`src/rtl/int_sequencer.sv`:
```
module int_sequencer #(
  parameter int OP_W        = 8,
  parameter int CNT_W       = 3,
  parameter int HIJACK_LAST = 3
) (
  input  logic                  clk,
  input  logic                  res_n,
  input  logic                  irq_n,
  input  logic                  nmi_n,
  input  logic                  i_flag,
  input  logic                  last_cycle,
  input  logic                  is_branch,
  input  logic [OP_W-1:0]       opcode,
  output logic [OP_W+CNT_W-1:0] ir,
  output logic                  sync,
  output logic                  hw_brk,
  output logic [1:0]            vec_sel,
  output logic                  stack_rd_only
);
  localparam int IR_W = OP_W + CNT_W;
  localparam logic [CNT_W-1:0] CNT_ONE = CNT_W'(1);
  localparam logic [CNT_W-1:0] CNT_MAX = '1;
  localparam logic [CNT_W-1:0] HJ      = CNT_W'(HIJACK_LAST);
  localparam logic [1:0] V_IRQ = 2'd0, V_NMI = 2'd1, V_RST = 2'd2;

  logic [IR_W-1:0] ir_q;
  logic sync_q, rst_pend, hw_q;
  logic nmi_q, nmi_pend, nmi_d2, irq_d1, irq_d2;
  logic take_irq, take_nmi;
  logic [1:0] vsel;

  wire irq_cond = ~irq_n & ~i_flag;
  wire nmi_fall = nmi_q & ~nmi_n;
  wire boundary = last_cycle & ~sync_q;
  wire nmi_now  = is_branch ? nmi_pend : nmi_d2;
  wire irq_now  = is_branch ? irq_d1 : irq_d2;
  wire inject   = rst_pend | take_nmi | take_irq;
  wire [OP_W-1:0]  next_op = inject ? '0 : opcode;
  wire [CNT_W-1:0] cnt     = ir_q[CNT_W-1:0];
  wire in_brk   = ~sync_q & (ir_q[IR_W-1:CNT_W] == '0);
  wire hijack   = in_brk & (vsel == V_IRQ) & nmi_pend & (cnt <= HJ);
  wire nmi_ack  = (sync_q & take_nmi & ~rst_pend) | hijack;

  always_ff @(posedge clk or negedge res_n) begin
    if (!res_n) begin
      ir_q     <= '0;
      sync_q   <= 1'b1;
      rst_pend <= 1'b1;
      hw_q     <= 1'b0;
      nmi_q    <= 1'b1;
      nmi_pend <= 1'b0;
      nmi_d2   <= 1'b0;
      irq_d1   <= 1'b0;
      irq_d2   <= 1'b0;
      take_irq <= 1'b0;
      take_nmi <= 1'b0;
      vsel     <= V_RST;
    end else begin
      nmi_q    <= nmi_n;
      irq_d1   <= irq_cond;
      irq_d2   <= irq_d1;
      nmi_pend <= nmi_fall | (nmi_pend & ~nmi_ack);
      nmi_d2   <= nmi_pend & ~nmi_ack;
      sync_q   <= boundary;
      if (boundary) begin
        take_nmi <= nmi_now;
        take_irq <= irq_now;
      end
      if (sync_q) begin
        ir_q     <= {next_op, CNT_ONE};
        hw_q     <= inject;
        rst_pend <= 1'b0;
        take_nmi <= 1'b0;
        take_irq <= 1'b0;
        if (next_op == '0)
          vsel <= rst_pend ? V_RST : (take_nmi ? V_NMI : V_IRQ);
      end else begin
        if (cnt != CNT_MAX) ir_q[CNT_W-1:0] <= cnt + CNT_ONE;
        if (hijack) vsel <= V_NMI;
      end
    end
  end

  assign ir            = sync_q ? {next_op, {CNT_W{1'b0}}} : ir_q;
  assign sync          = sync_q;
  assign hw_brk        = hw_q & ~sync_q;
  assign vec_sel       = vsel;
  assign stack_rd_only = in_brk & (vsel == V_RST);

  a_r3_sync_follows_last: assert property (@(posedge clk) disable iff (!res_n)
    (last_cycle && !sync) |=> (sync && ir[CNT_W-1:0] == '0));

  a_r2_count_starts_at_one: assert property (@(posedge clk) disable iff (!res_n)
    sync |=> (sync || ir[CNT_W-1:0] == CNT_ONE));

  a_r7_hw_only_on_break: assert property (@(posedge clk) disable iff (!res_n)
    hw_brk |-> (ir[IR_W-1:CNT_W] == '0));

  a_r12_rd_only_in_reset: assert property (@(posedge clk) disable iff (!res_n)
    stack_rd_only |-> (hw_brk && vec_sel == V_RST));

  a_r11_vector_locked: assert property (@(posedge clk) disable iff (!res_n)
    (!sync && ir[CNT_W-1:0] > HJ) |=> $stable(vec_sel));
endmodule

```
`config.mk`:
```
export PLATFORM = sky130hd
export DESIGN_NAME = int_sequencer
export DESIGN_NICKNAME = d
export VERILOG_FILES = /design/src/rtl/int_sequencer.sv
export SDC_FILE = /design/constraint.sdc
export NUM_CORES = 1
export LEC_CHECK = 0
export CORE_UTILIZATION = 41
export CTS_CLUSTER_DIAMETER = 120
export DETAILED_ROUTE_END_ITERATION = 10
export PLACE_DENSITY = 0.72
export SYNTH_ARGS = -nofsm -noshare
export SYNTH_HDL_FRONTEND = slang
export SYNTH_SLANG_ARGS = --single-unit
```
`constraint.sdc`:
```
create_clock -name clk -period 1.73 [get_ports clk]
set_input_delay 0.2595 -clock clk [delete_from_list [all_inputs] [get_ports clk]]
set_output_delay 0.2595 -clock clk [all_outputs]
set_load 0.05 [all_outputs]
```
==> flow_metrics.env <==
export IMPL_max_slew_margin=0.772
export IMPL_finalWorstSetupSlack_ns=-0.0930
export IMPL_portBuffers=30
export IMPL_setup_tns_ns=-0.515
export IMPL_crit_fanout=5
export IMPL_layout_common_cells="dfrtp_1, clkdlybuf4s50_1, buf_4"
export IMPL_slew_viol_final=0
export IMPL_die_height_um=51.6
export IMPL_leakage_nw=0.776
export IMPL_crit_path_start_kind="flop"
export IMPL_synth_area_um2=1010
export IMPL_clock_sinks=23
export IMPL_ant_nets=0
export IMPL_final_util=0.757
export IMPL_start_util=0.447
export IMPL_ir_drop_mv=0.743
export IMPL_clock_skew_ns=0.0153
export IMPL_avgSynthCellArea_um2=10.2
export IMPL_io_pin_count=31
export IMPL_cp_required_ns=1.47
export IMPL_failed_checks="negative setup slack"
export IMPL_die_area_um2=2660
export IMPL_rsz0062_at_grt="true"
export IMPL_initialDrtViolationCount=5
export IMPL_n_antenna_cell=0
export IMPL_synth_cells=99
export IMPL_period_needed_ns=1.82
export IMPL_final_common_cell="dfrtp_1"
export IMPL_reg2reg_depth=4
export IMPL_p_per_area_nw_per_um2=1130
export IMPL_via_per_inst=5.07
export IMPL_cts_max_level=1
export IMPL_yosys_cell_types_count=26
export IMPL_dr_total_vias=852
export IMPL_synth_edf_count=0
export IMPL_syn_to_final_growth_pct=69.4
export IMPL_worstMarginPinSlew_ns=0.341
export IMPL_drive_gt1_frac=0.400
export IMPL_grt_start_max_net_pins=24
export IMPL_status="complete, but fails checks"
export IMPL_place_inst=158
export IMPL_dp_hpwl_um=1700
export IMPL_numCtsBuffers=3
export IMPL_r2r_slack_ns=0.21
export IMPL_syn_nets=117
export IMPL_seq_area_frac_synth=0.576
export IMPL_busiest_layer="met2"
export IMPL_postSynth_asyncResetShare=1.00
export IMPL_use_met3=0.0556
export IMPL_die_w_um=51.6
export IMPL_grt_usage=0.191
export IMPL_grt_use_met1=0.217
export IMPL_synth_seq_cells=23
export IMPL_drc=0
export IMPL_holdWs_ns=0.268
export IMPL_period_share=1.05
export IMPL_fillers=154
export IMPL_stdcell_count=168
export IMPL_fin_nets=159
export IMPL_grt_pass1_wl_um=3680
export IMPL_core_area_um2=2250
export IMPL_setup_viol=9
export IMPL_seq_area_um2=581
export IMPL_cts_tree="done"
export IMPL_worstSetupPathType="flop to primary output"
export IMPL_ys_flop_type="dfrtp_1"
export IMPL_firstDrtPassIters=3
export IMPL_multi_input_area_um2=558
export IMPL_use_met2=0.351
export IMPL_hold_viol=0
export IMPL_drv_cap=0
export IMPL_totalWireLength_um=2500
export IMPL_hold_class="input pin to async pin"
export IMPL_gp_congestion=0.825
export IMPL_clk_latency_ns=0.32
export IMPL_root_buffer="clkbuf_4"
export IMPL_routedWlPerCell_um=14.9
export IMPL_grt_overflow_total=0
export IMPL_ys_warn_count=0
export IMPL_clkTransAtPathRegs_ns=0.12
export IMPL_clockBufferDepth=2
export IMPL_arrival_ns=1.56
export IMPL_antenna_found_initial=0
export IMPL_num_rows=17
export IMPL_grt_pass1_vias=866
export IMPL_crit_path_end_kind="primary output"
export IMPL_max_freq_ghz=0.549
-- per-stage QoR --
stage | setup slack, ns | total power, mW | area, um2
finish | -0.0930 | 1.93 | 1710
floorplan | 0.0108 | 1.24 | 1040
global route | -0.176 | 2.04 | 1710
CTS | -0.108 | 1.85 | 1550
global placement | -0.0983 | 1.55 | 1490
detailed placement | -0.152 | 1.58 | 1490
-- logic make-up (layout without fill, tap and decap cells) --
group,after synthesis,after routing,share of synthesized area
AO/OA/AOI/OAI,15,15,0.0832
XOR/XNOR,1,1,0.00870
adder cells (fa/ha/maj),3,3,0.0373
buffers and inverters,14,54,0.0522
flip-flops,23,23,0.576
multiplexers,4,4,0.0447
AND/OR/NAND/NOR,39,40,0.198
-- path summary, 6_finish.rpt --
path,start,to
max in group asynchronous,res_n,nmi_q$_DFF_PN1_
min,res_n,nmi_d2$_DFF_PN0_
max,take_irq$_DFFE_PN0P_,ir[8]
min in group clk,nmi_n,nmi_q$_DFF_PN1_
max reg2reg,sync$_DFF_PN1_,nmi_pend$_DFF_PN0_
min reg2reg,irq_d1$_DFF_PN0_,irq_d2$_DFF_PN0_
-- cells in the mapped netlist (3+ instances only) --
library cell  number  area (um2)
ha_1               3        37.5
nor2b_1            5        31.3
mux2i_1            3        30.0
o21ai_0            8        40.0
nor2_1            12        45.0
nand2_1           10        37.5
dfstp_2            4         105
clkbuf_1           3        11.3
inv_1             11        41.3
dfrtp_1           19         475
-- routing by layer --
metal | routed length [um] | vias up
met1 | 936 | 421
met2 | 1450 | 18
met3 | 92 | 3
li1 | - | 410
met4 | 18 | 0
met5 | 0 | -
-- critical path, cell delays in order (launching register included) --
cell and delay (ns):
dfrtp_1 0.43, nor3_4 0.23, and2_4 0.27, nand2_2 0.07, o21ai_2 0.09, buf_12 0.16
-- power breakdown --
part | internal (mW) | switching, mW | leakage (nW)
Sequential | 0.646 | 0.100 | 0.279
Combinational | 0.401 | 0.537 | 0.482
Clock | 0.0902 | 0.155 | 0.0150
-- final cells by class --
class                   instances  share of cell area
clock buffers                   4              0.0154
inverters                      11              0.0242
multi-input cells              63               0.327
flip-flops and latches         23               0.340
well taps                      28              0.0205
repair buffers                 39               0.273
-- registers in the layout, indices dropped and copies added (netlist names) --
| register | cells |
|---|---|
| take_irq | 1 |
| nmi_pend | 1 |
| irq_d2 | 1 |
| ir_q | 11 |
| vec_sel | 2 |
| rst_pend | 1 |
| hw_q | 1 |
| irq_d1 | 1 |
| take_nmi | 1 |
| sync | 1 |
| nmi_d2 | 1 |
| nmi_q | 1 |
-- repair_timing --
item	in CTS	in global routing
cloned	0	1
resized for setup	5	25
endpoints found under the setup margin	9	9
hold buffers	0	0
buffers inserted	1	4
pin swaps	2	12
(Power assumes the default switching activity.)
